### config.mk
export PLATFORM = sky130hd
export DESIGN_NAME = dma_irq_csr
export DESIGN_NICKNAME = d
export VERILOG_FILES = /design/src/rtl/dma_irq_pkg.sv /design/src/rtl/irq_sticky_bank.sv /design/src/rtl/irq_toggle_bank.sv /design/src/rtl/irq_merge.sv /design/src/rtl/dma_irq_csr.sv
export SDC_FILE = /design/constraint.sdc
export NUM_CORES = 1
export LEC_CHECK = 0
export BUFFER_PORTS_ARGS = -buffer_cell sky130_fd_sc_hd__buf_2
export CORE_MARGIN = 2
export CORE_UTILIZATION = 39
export DETAILED_ROUTE_END_ITERATION = 12
export PLACE_DENSITY_LB_ADDON = 0.3
export SLEW_MARGIN = 10
export SYNTH_ARGS = -nofsm -noshare
export SYNTH_HDL_FRONTEND = slang
export SYNTH_SLANG_ARGS = --single-unit
### constraint.sdc
create_clock -name clk -period 1.4 [get_ports clk]
set_input_delay 0.07 -clock clk [delete_from_list [all_inputs] [get_ports clk]]
set_output_delay 0.07 -clock clk [all_outputs]
set_load 0.02 [all_outputs]
### src/rtl/dma_irq_pkg.sv
package dma_irq_pkg;
  localparam int WORD_W        = 32;
  localparam int STALL_POS     = 13;
  localparam int FIFO_POS      = 14;
  localparam int BERR_POS      = 15;
  localparam int MASK_OFS      = 16;
  localparam int STALL_MSK_POS = 29;
  localparam int FIFO_MSK_POS  = 30;
  typedef logic [WORD_W-1:0] csr_word_t;
endpackage

### src/rtl/irq_sticky_bank.sv
module irq_sticky_bank #(
  parameter int W = 4
) (
  input  logic         clk,
  input  logic         rst_n,
  input  logic [W-1:0] set_i,
  input  logic [W-1:0] clr_i,
  output logic [W-1:0] q_o
);
  // set has priority over clear
  always_ff @(posedge clk) begin
    if (!rst_n) q_o <= '0;
    else        q_o <= set_i | (q_o & ~clr_i);
  end
endmodule

### src/rtl/irq_toggle_bank.sv
module irq_toggle_bank #(
  parameter int W = 4
) (
  input  logic         clk,
  input  logic         rst_n,
  input  logic [W-1:0] tgl_i,
  output logic [W-1:0] q_o
);
  always_ff @(posedge clk) begin
    if (!rst_n) q_o <= '0;
    else        q_o <= q_o ^ tgl_i;
  end
endmodule

### src/rtl/irq_merge.sv
module irq_merge #(
  parameter int W = 4
) (
  input  logic         clk,
  input  logic         rst_n,
  input  logic [W-1:0] sts_i,
  input  logic [W-1:0] msk_i,
  input  logic         force_i,
  output logic         irq_o
);
  always_ff @(posedge clk) begin
    if (!rst_n) irq_o <= 1'b0;
    else        irq_o <= (|(sts_i & msk_i)) | force_i;
  end
endmodule

### src/rtl/dma_irq_csr.sv
module dma_irq_csr
  import dma_irq_pkg::*;
#(
  parameter int NUM_CH = 10
) (
  input  logic              clk,
  input  logic              rst_n,
  input  logic              wr_en,
  input  logic [31:0]       wr_data,
  input  logic [NUM_CH-1:0] ch_done,
  input  logic              stall_evt,
  input  logic              fifo_empty_evt,
  input  logic              bus_err_evt,
  output logic [31:0]       rd_data,
  output logic              irq
);
  // maskable sources: channels, then stall, then fifo-empty
  localparam int NM      = NUM_CH + 2;
  localparam int IX_STL  = NUM_CH;
  localparam int IX_FIFO = NUM_CH + 1;
  localparam int IX_BERR = NM;

  logic [NM:0]   sts_set, sts_clr, sts_q;
  logic [NM-1:0] msk_tgl, msk_q;

  for (genvar n = 0; n < NUM_CH; n++) begin : g_ch
    assign sts_set[n] = ch_done[n];
    assign sts_clr[n] = wr_en & wr_data[n];
    assign msk_tgl[n] = wr_en & wr_data[MASK_OFS+n];
  end

  assign sts_set[IX_STL]  = stall_evt;
  assign sts_set[IX_FIFO] = fifo_empty_evt;
  assign sts_set[IX_BERR] = bus_err_evt;
  assign sts_clr[IX_STL]  = wr_en & wr_data[STALL_POS];
  assign sts_clr[IX_FIFO] = wr_en & wr_data[FIFO_POS];
  assign sts_clr[IX_BERR] = wr_en & wr_data[BERR_POS];
  assign msk_tgl[IX_STL]  = wr_en & wr_data[STALL_MSK_POS];
  assign msk_tgl[IX_FIFO] = wr_en & wr_data[FIFO_MSK_POS];

  irq_sticky_bank #(.W(NM+1)) u_sts (
    .clk(clk), .rst_n(rst_n), .set_i(sts_set), .clr_i(sts_clr), .q_o(sts_q)
  );

  irq_toggle_bank #(.W(NM)) u_msk (
    .clk(clk), .rst_n(rst_n), .tgl_i(msk_tgl), .q_o(msk_q)
  );

  irq_merge #(.W(NM)) u_irq (
    .clk(clk), .rst_n(rst_n), .sts_i(sts_q[NM-1:0]), .msk_i(msk_q),
    .force_i(sts_q[IX_BERR]), .irq_o(irq)
  );

  always_comb begin
    rd_data = '0;
    for (int n = 0; n < NUM_CH; n++) begin
      rd_data[n]          = sts_q[n];
      rd_data[MASK_OFS+n] = msk_q[n];
    end
    rd_data[STALL_POS]     = sts_q[IX_STL];
    rd_data[FIFO_POS]      = sts_q[IX_FIFO];
    rd_data[BERR_POS]      = sts_q[IX_BERR];
    rd_data[STALL_MSK_POS] = msk_q[IX_STL];
    rd_data[FIFO_MSK_POS]  = msk_q[IX_FIFO];
  end
endmodule

# After elaboration in Yosys (flattened, before gate mapping)
# Cells that the tools add are included.
# Widths: inputs -> output; s select.
[op_classes] bitwise=31 n_reduce_logical=1
[ops] cell="$and 1x1->1" count=25
[ops] cell="$and 13x13->13" count=1
[ops] cell="$not 13->13" count=1
[ops] cell="$or 13x13->13" count=1
[ops] cell="$and 12x12->12" count=1
[ops] cell="$reduce_or 12->1" count=1
[ops] cell="$xor 12x12->12" count=1
[ops] cell="$or 1x1->1" count=1
[word_totals] reg_bits=26 in_bits=48 output_inout_bits=33

# Logic depth before layout (Yosys ltp)
# Gate-level depths: netlist of the first run.
[logic_depth] word_depth=4 mapped_depth=5 mapped_depth_nobuf=3

# Cells and area by module
# From an unflattened synthesis of the first run, not the netlist that was laid out.
[unflattened] cells_unflattened=122 area_unflattened_um2=1219.9
[modules_own_cells] module="irq_sticky_bank" n_inst=1 cells_each=40 area_per_inst_um2=450.4 seq_area_each_um2=260.2
[modules_own_cells] module="irq_toggle_bank" n_inst=1 cells_each=37 area_per_inst_um2=427.9 seq_area_each_um2=240.2
[modules_own_cells] module="dma_irq_csr" n_inst=1 cells_each=35 area_per_inst_um2=259.0 seq_area_each_um2=0.0
[modules_own_cells] module="irq_merge" n_inst=1 cells_each=10 area_per_inst_um2=82.6 seq_area_each_um2=20.0

# Worst setup path before layout of the first run
# OpenSTA, ideal clock, no wires.
[synth_path] path_kind="register -> register" startpoint="register u_sts.q_o[8]" endpoint="register u_irq.irq_o" setup_ps=115 arrival_ps=973 slack_ps=312 path_stages_with_launch=4 n_path_buf=0 period_less_slack_ps=1088 cell_sequence="dfxtp_1 > a222oi_1 > nand3_1 > o21a_1"
[synth_between] elab_chain_len=3
[synth_lines] element="start: declaration" line_no="irq_sticky_bank.sv:8" rtl="output logic [W-1:0] q_o"
[synth_lines] element="start signal: assignment" line_no="irq_sticky_bank.sv:13" rtl="else q_o <= set_i | (q_o & ~clr_i);"
[synth_lines] element="$and 12x12->12" line_no="irq_merge.sv:13" rtl="else irq_o <= (|(sts_i & msk_i)) | force_i;"
[synth_lines] element="$reduce_or 12->1" line_no="irq_merge.sv:13"
[synth_lines] element="$or 1x1->1" line_no="irq_merge.sv:13"
[synth_lines] element="end signal: assignment" line_no="irq_merge.sv:13"
[synth_lines] element="end: declaration" line_no="irq_merge.sv:9" rtl="output logic irq_o"
# Every way passes these cells.
# A chain may end at the register's enable or synchronous reset.

# Worst setup path in the final report of the first run
# Ends and elaborated chain as after synthesis.

==> results of run 1 <==
flip-flops by register name (all words and copies together) (netlist names):
name	count
u_msk.q_o	12
u_sts.q_o	13
u_irq.irq_o	1
final timing paths:
| check | from | end | slack (ps) |
|---|---|---|---|
| max | u_sts.q_o[8] | u_irq.irq_o | 290 |
| min | ch_done[2] | u_sts.q_o[2] | 20 |
| max reg2reg | u_sts.q_o[8] | u_irq.irq_o | 290 |
| min reg2reg | u_sts.q_o[4] | u_sts.q_o[4] | 540 |
metal layers:
metal	track usage (%)	wire length, um	up-vias
met2	30.21	1358	38
li1	-	-	532
met5	0	0	-
met1	19.57	1028	446
met4	5.980	16	0
met3	2.494	146	2
cells by family (layout without fill, tap and decap cells):
logic type      Yosys count  in the layout  synth area share (%)
compound gates           20             20                 10.61
buf+inv                  13             81                 9.142
simple gates             52             52                 23.48
xor+xnor                 12             12                 9.481
flops                    26             26                 46.95
other cells               1              7                0.3383
worst max-delay path: stages (launching register included):
cell,delay [ps]
dfxtp_1,340
a222oi_1,360
nand3_1,120
o21a_1,200
power by group:
group	leakage (uW)	total, uW	switching, uW	internal, uW
logic	0.000536	377	197	179
registers	0.000216	850	48.5	801
clock network	0.0000138	301	201	100
area by class of cell:
| cell class | instances | area share (%) |
|---|---|---|
| Multi-Input combinational cell | 91 | 33.04 |
| Timing Repair Buffer | 78 | 29.22 |
| Clock buffer | 3 | 1.461 |
| Sequential cell | 26 | 33.77 |
| Tap cell | 31 | 2.516 |
Yosys cell counts:
cell	instances
buf_6	3
buf_4	8
nand3_1	2
conb_1	1
nand2_1	25
o21a_1	1
a22oi_1	4
dfxtp_1	26
a21oi_1	14
clkbuf_1	2
xnor2_1	12
a222oi_1	1
and2_1	12
nor2b_1	13
what timing repair did:
action | 4_1_cts | 5_1_grt
setup endpoints to repair | 0 | 0
hold endpoints to repair | 12 | 0
hold buffers | 12 | 0
through the flow:
stage,utilization (%),setup slack [ps],hold slack [ps],power [uW]
final,56.38,288.2,24.88,1528
after global routing,56.38,195.7,47.77,1625
after CTS,56.38,245.4,19.68,1557
after detailed placement,51.17,258.5,306.0,1221
after global placement,51.17,300.5,292.5,1210
after floorplan,-,312.3,198.2,1105
==> flow_metrics.py, run 1 <==
metrics = {
    "floorplan": {
        "dieArea_um2": 3285,
        "initial_utilization_pct": 40.55,
        "design.core.area_um2": 2734,
        "rows": 19,
        "pin_count": 81,
        "die_h_um": 57.32,
        "die_w_um": 57.32,
    },
    "synthesis": {
        "synth_top_cell_by_area": "dfxtp_1",
        "synth.distinct_cells": 14,
        "synth_top_area_share_pct": 46.95,
        "ys_top_cells_by_area": "dfxtp_1, xnor2_1, nand2_1",
        "synth_warnings": 0,
        "syn_area_per_cell_um2": 8.940,
        "synth-seq-cells": 26,
        "syn-cell-area_um2": 1109,
        "synth_cells": 124,
        "seq_area_frac_synth_pct": 46.95,
    },
    "clock_network": {
        "cts-root-buf": "clkbuf_4",
        "numCtsBuffers": 3,
        "insertion_delay_ps": 310,
        "h-tree-depth": 1,
        "clk_path_buf_depth": 2,
        "cts_resized": 0,
        "post_cts_buffers": 0,
        "clk_pin_slew_ps": 130,
        "cts_tree": "done",
        "clock-sinks": 26,
    },
    "layout": {
        "fin_cells": 229,
        "layout-drive-gt1-share_pct": 34.85,
        "area_growth_pct": 39.05,
        "num_antenna_cells": 0,
        "nFillCells": 266,
        "register_area_um2": 520.5,
        "layout_commonest_cell": "buf_2",
        "nNetsFinal": 248,
        "multi_input_area_um2": 509.2,
        "final_cell_mix": "buf_2, dfxtp_1, nand2_1",
        "final_cell_area_um2": 1541,
    },
    "power_and_ir_drop": {
        "power_density_nw_per_um2": 991.1,
        "power.leakage_uw": 0.0007664,
        "ir_drop_v": 0.0006558,
    },
    "drt": {
        "antenna_left": 0,
        "drc_errors": 0,
        "dr_total_vias": 1018,
        "drt_wl_total_mm": 2.549,
        "dr.pass1.iters": 4,
        "wl_per_cell_um": 11.13,
        "post_drt_via_cell_ratio": 4.445,
        "drt_iter0_drc": 31,
    },
    "sta": {
        "period_share_pct": 79.41,
        "finalHoldViolCount": 0,
        "setup_viol": 0,
        "post-route-min-period_ps": 1112,
        "skew_ps": 5.839,
        "max_freq_mhz": 899.5,
        "timing.final.max_slew_violations": 0,
        "setup_tns_ps": 0,
        "rsz0062_at_grt": "false",
    },
    "worst_hold_path": {
        "hold_path_depth": 3,
        "min_path_type": "primary input to register",
    },
    "status": {
        "status": "finished, final reports clean",
    },
    "worst_setup_path": {
        "path_max_fanout": 3,
        "cp-start-kind": "register",
        "cp.required_ps": 1610,
        "path_class": "register to register",
        "crit_arrival_ps": 1330,
        "rr_worst_depth": 3,
        "cp-end-kind": "register",
    },
    "placed_design": {
        "postPlaceCellArea_um2": 1399,
        "dp.cells": 214,
        "dp_hpwl_mm": 1.842,
        "gp_congestion": 0.6427,
        "io_buffers": 66,
    },
    "global_route": {
        "overflow": 0,
        "grt_usage_pct": 16.56,
        "grt_pass1_vias": 943,
        "grt_pass1_wl_mm": 4.209,
        "grt_start_max_net_pins": 27,
        "antenna_found_initial": 0,
    },
    "flow_run": {
        "max_cap_viol_count": 0,
    },
}
Power figures use the tool's default switching activity.
==> run 2, diff against run 1 <==
Clock period 1.4 ns to 1.1 ns, I/O delays scaled along.
==> flow_metrics.py, run 2 (synthesis results as in run 1) <==
metrics = {
    "drt": {
        "drt_wl_total_mm": 2.623,
        "dr.pass1.iters": 4,
        "dr_total_vias": 1041,
        "post_drt_via_cell_ratio": 4.506,
        "drt_iter0_drc": 14,
        "drc_errors": 0,
        "antenna_left": 0,
        "wl_per_cell_um": 11.35,
    },
    "power_and_ir_drop": {
        "p_switching_uw": 566.2,
        "power_density_nw_per_um2": 1252,
        "ir_drop_v": 0.0008136,
        "p_sw_share_pct": 29.03,
        "seqPwrFrac_pct": 55.5,
        "power.leakage_uw": 0.0007772,
        "combPwrFrac_pct": 25.0,
        "power.total_uw": 1950,
        "clkPwrFrac_pct": 19.5,
        "p_int_uw": 1384,
    },
    "worst_setup_path": {
        "cp-end-kind": "register",
        "critPathBufInv": 0,
        "crit_path_max_incr_delay_ps": 350,
        "slowest_stage": "dfxtp_2",
        "crit_path_cell_trace": "a222oi_1 -> nand3_1 -> o21a_1",
        "crit_arrival_ps": 1270,
        "path_class": "register to register",
        "cp-start-kind": "register",
        "path_max_fanout": 3,
        "cp_top_family": "compound AO/OA/AOI/OAI gates",
        "cp.required_ps": 1320,
    },
    "sta": {
        "max_freq_mhz": 949.2,
        "skew_ps": 1.136,
        "rsz0062_at_grt": "true",
        "finalHoldViolCount": 0,
        "period_share_pct": 95.77,
        "worst_slack_ps": 46.53,
        "post-route-min-period_ps": 1053,
        "timing.final.max_slew_violations": 0,
        "setup_viol": 0,
        "hold_slack_ps": 7.802,
    },
    "clock_network": {
        "h-tree-depth": 1,
        "cts_tree": "done",
        "insertion_delay_ps": 300,
        "clock-sinks": 26,
        "cts-root-buf": "clkbuf_4",
        "numCtsBuffers": 3,
        "clk_pin_slew_ps": 130,
        "clk_path_buf_depth": 2,
    },
    "layout": {
        "nNetsFinal": 250,
        "register_area_um2": 521.8,
        "area_growth_pct": 40.52,
        "largest_reg_flops": 13,
        "fin_util_pct": 56.98,
        "reg.largest.list": "u_sts.q_o x13, u_msk.q_o x12, u_irq.irq_o x1",
        "num_antenna_cells": 0,
        "multi_input_area_um2": 509.2,
        "nFillCells": 263,
        "layout_commonest_cell": "buf_2",
        "regMostFlops": "u_sts.q_o",
        "final_cell_mix": "buf_2, nand2_1, dfxtp_1",
        "layout-drive-gt1-share_pct": 36.00,
    },
    "floorplan": {
        "design.core.area_um2": 2734,
        "pin_count": 81,
        "die_h_um": 57.32,
        "die_w_um": 57.32,
        "rows": 19,
        "dieArea_um2": 3285,
        "initial_utilization_pct": 40.55,
    },
    "flow_run": {
        "max_cap_viol_count": 0,
    },
    "global_route": {
        "grt_usage_pct": 16.91,
        "grt_pass1_wl_mm": 4.257,
        "overflow": 0,
        "antenna_found_initial": 0,
        "grt_start_max_net_pins": 27,
        "grt_pass1_vias": 976,
    },
    "worst_hold_path": {
        "min_path_type": "primary input to register",
    },
    "placed_design": {
        "dp_hpwl_mm": 1.789,
        "io_buffers": 66,
        "dpl_worst_slack_ps": 11.29,
        "gp_congestion": 0.6385,
    },
    "status": {
        "status": "finished, final reports clean",
    },
}
-- run 2: path summary, 6_finish.rpt --
path	start	end	slack [ps]	cells past startpoint
hold / removal	fifo_empty_evt	u_sts.q_o[11]	8	3
setup reg to reg	u_msk.q_o[8]	u_irq.irq_o	50	3
setup / recovery	u_msk.q_o[8]	u_irq.irq_o	50	3
hold reg to reg	u_sts.q_o[4]	u_sts.q_o[4]	540	2
-- run 2: cell type report --
type	instances	share of cell area [%]
sequential	26	33.49
multi-input combinational	91	32.69
timing repair buffer	80	29.88
tap	31	2.490
clock buffer	3	1.446
-- run 2: through the flow --
step / cell area (um2) / cells / setup TNS [ps]
after floorplan: 1131 / 130 / 0
after detailed placement: 1406 / 215 / 0
final: 1558 / 231 / 0
after global placement: 1406 / 215 / 0
after global routing: 1558 / 231 / -6.722
after CTS: 1549 / 230 / 0
-- run 2: metal layers --
layer	wire length (um)	track usage, %	vias to the layer above	share of wire [%]
met2	1385	30.71	38	53
met3	139	4.082	4	5.3
met5	0	0	-	0
met4	33	6.977	0	1.3
li1	-	-	533	-
met1	1064	18.76	466	41
-- run 2: what timing repair did --
| item | CTS | global route |
|---|---|---|
| buffers inserted | 0 | 1 |
| hold buffers | 12 | 0 |
| setup endpoints to repair | 0 | 1 |
| gates resized for setup | 0 | 1 |
| hold endpoints to repair | 12 | 0 |
-- run 2: power groups by stage --
stage / combinational [uW] / clock (uW) / sequential [uW]
after floorplan: 219 / 0 / 1190
after global placement: 447 / 0 / 1100
after detailed placement: 453 / 0 / 1100
after CTS: 485 / 402 / 1080
after global routing: 538 / 458 / 1090
final: 487 / 380 / 1080
-- run 2: tightest hold or removal path: stages --
cell and delay (ps):
buf_2 80, a21oi_1 30, nor2b_1 110
==> run 3, diff against run 2 <==
Settings changed: CORE_UTILIZATION 39 to 41, CTS_BUF_LIST set to sky130_fd_sc_hd__clkbuf_4 sky130_fd_sc_hd__clkbuf_8.
==> flow_metrics.py, run 3 (synthesis results as in run 1) <==
metrics = {
    "status": {
        "status": "finished, final reports clean",
    },
    "sta": {
        "skew_ps": 1.552,
        "rsz0062_at_grt": "true",
        "max_freq_mhz": 936.1,
        "timing.final.max_slew_violations": 0,
        "setup_viol": 0,
        "post-route-min-period_ps": 1068,
        "finalHoldViolCount": 0,
        "setup_tns_ps": 0,
        "period_share_pct": 97.12,
    },
    "clock_network": {
        "numCtsBuffers": 3,
        "cts_tree": "done",
        "post_cts_buffers": 0,
        "cts-root-buf": "clkbuf_4",
        "insertion_delay_ps": 310,
        "h-tree-depth": 1,
        "clock-sinks": 26,
        "clk_pin_slew_ps": 140,
        "clk_path_buf_depth": 2,
    },
    "layout": {
        "area_growth_pct": 41.87,
        "layout_commonest_cell": "buf_2",
        "fin_cells": 231,
        "layout-drive-gt1-share_pct": 35.82,
        "num_antenna_cells": 0,
        "largest_reg_flops": 13,
        "nNetsFinal": 250,
        "final_cell_mix": "buf_2, nand2_1, dfxtp_1",
        "reg.largest.list": "u_sts.q_o x13, u_msk.q_o x12, u_irq.irq_o x1",
        "regMostFlops": "u_sts.q_o",
    },
    "drt": {
        "drt_wl_total_mm": 2.496,
        "drt_iter0_drc": 25,
        "wl_per_cell_um": 10.81,
        "drc_errors": 0,
        "dr.pass1.iters": 4,
        "antenna_left": 0,
        "post_drt_via_cell_ratio": 4.476,
        "dr_total_vias": 1034,
    },
    "floorplan": {
        "design.core.area_um2": 2522,
        "die_h_um": 56,
        "dieArea_um2": 3136,
        "initial_utilization_pct": 43.95,
        "pin_count": 81,
        "rows": 18,
        "die_w_um": 56,
    },
    "worst_setup_path": {
        "cp-start-kind": "register",
        "rrSetupSlack_ps": 30,
        "crit_arrival_ps": 1300,
        "r2r_end": "u_irq.irq_o",
        "cp-end-kind": "register",
        "path_max_fanout": 3,
        "r2r-start": "u_msk.q_o[8]",
        "rr_worst_depth": 3,
        "crit_start": "u_msk.q_o[8]",
        "cp.required_ps": 1330,
        "path_class": "register to register",
    },
    "global_route": {
        "overflow": 0,
        "grt_usage_pct": 15.99,
        "grt_start_max_net_pins": 27,
        "grt_pass1_wl_mm": 4.064,
        "antenna_found_initial": 0,
        "grt_pass1_vias": 996,
    },
    "worst_hold_path": {
        "min_path_type": "primary input to register",
        "hold_path_depth": 4,
        "worstHoldStart": "wr_data[0]",
        "holdPathEnd": "u_sts.q_o[0]",
    },
    "power_and_ir_drop": {
        "ir_drop_v": 0.0008230,
        "power_density_nw_per_um2": 1298,
        "power.leakage_uw": 0.0007834,
        "power.total_uw": 2042,
    },
    "placed_design": {
        "gp_congestion": 0.7642,
        "io_buffers": 66,
        "dp.cells": 214,
        "dp_hpwl_mm": 1.684,
    },
    "flow_run": {
        "max_cap_viol_count": 0,
    },
}
-- run 3: cell count changes in the layout (fill, tap and decap cells not counted), sizes merged --
cell | previous run | this run
buf | 68 | 67
clkbuf | 3 | 4
dlygate4sd3 | 12 | 13
-- run 3: report_power, final --
group / internal (uW) / switching [uW]
Sequential: 1020 / 59.7
Combinational: 234 / 251
Clock: 202 / 274
Total: 1460 / 585
-- run 3: worst max-delay path by stage --
stage                       end  slack, ps  cells after the start
detailed placement  u_irq.irq_o         20                      3
floorplan           u_irq.irq_o         10                      3
CTS                 u_irq.irq_o         20                      3
global route        u_irq.irq_o        -30                      3
finish              u_irq.irq_o         30                      3
global placement    u_irq.irq_o         40                      3
-- run 3: worst max-delay path, stage by stage, from the launching register on --
cell and delay [ps]:
dfxtp_2 360, a222oi_1 340, nand3_1 110, o21a_1 170
-- run 3: layer usage --
metal	share of wire (%)	track usage, %
met5	0	0
met4	1.0	6.122
met3	7.8	2.791
met2	47	29.08
met1	44	18.40
-- run 3: cell type report --
class	instances	area [um2]
Fill cell	236	949.7
Sequential cell	26	521.8
Multi-Input combinational cell	91	509.2
Timing Repair Buffer	80	467.9
Tap cell	30	37.54
Clock buffer	4	36.28
-- run 3: through the flow --
step | util (%) | setup WS, ps | instance area [um2] | hold slack (ps)
6_report | 62.35 | 31.73 | 1573 | 53.15
5_1_grt | 62.35 | -29.31 | 1573 | 50.18
4_1_cts | 62.30 | 15.86 | 1572 | 43.77
3_5_place_dp | 55.70 | 24.04 | 1405 | 288.9
3_3_place_gp | 55.70 | 41.21 | 1405 | 276.8
2_1_floorplan | - | 12.33 | 1131 | 183.2
-- run 3: repair_timing --
| item | CTS | global route |
|---|---|---|
| gates resized for setup | 0 | 1 |
| hold buffers | 13 | 0 |
| endpoints found under the setup margin | 0 | 1 |
| hold endpoints to repair | 13 | 0 |
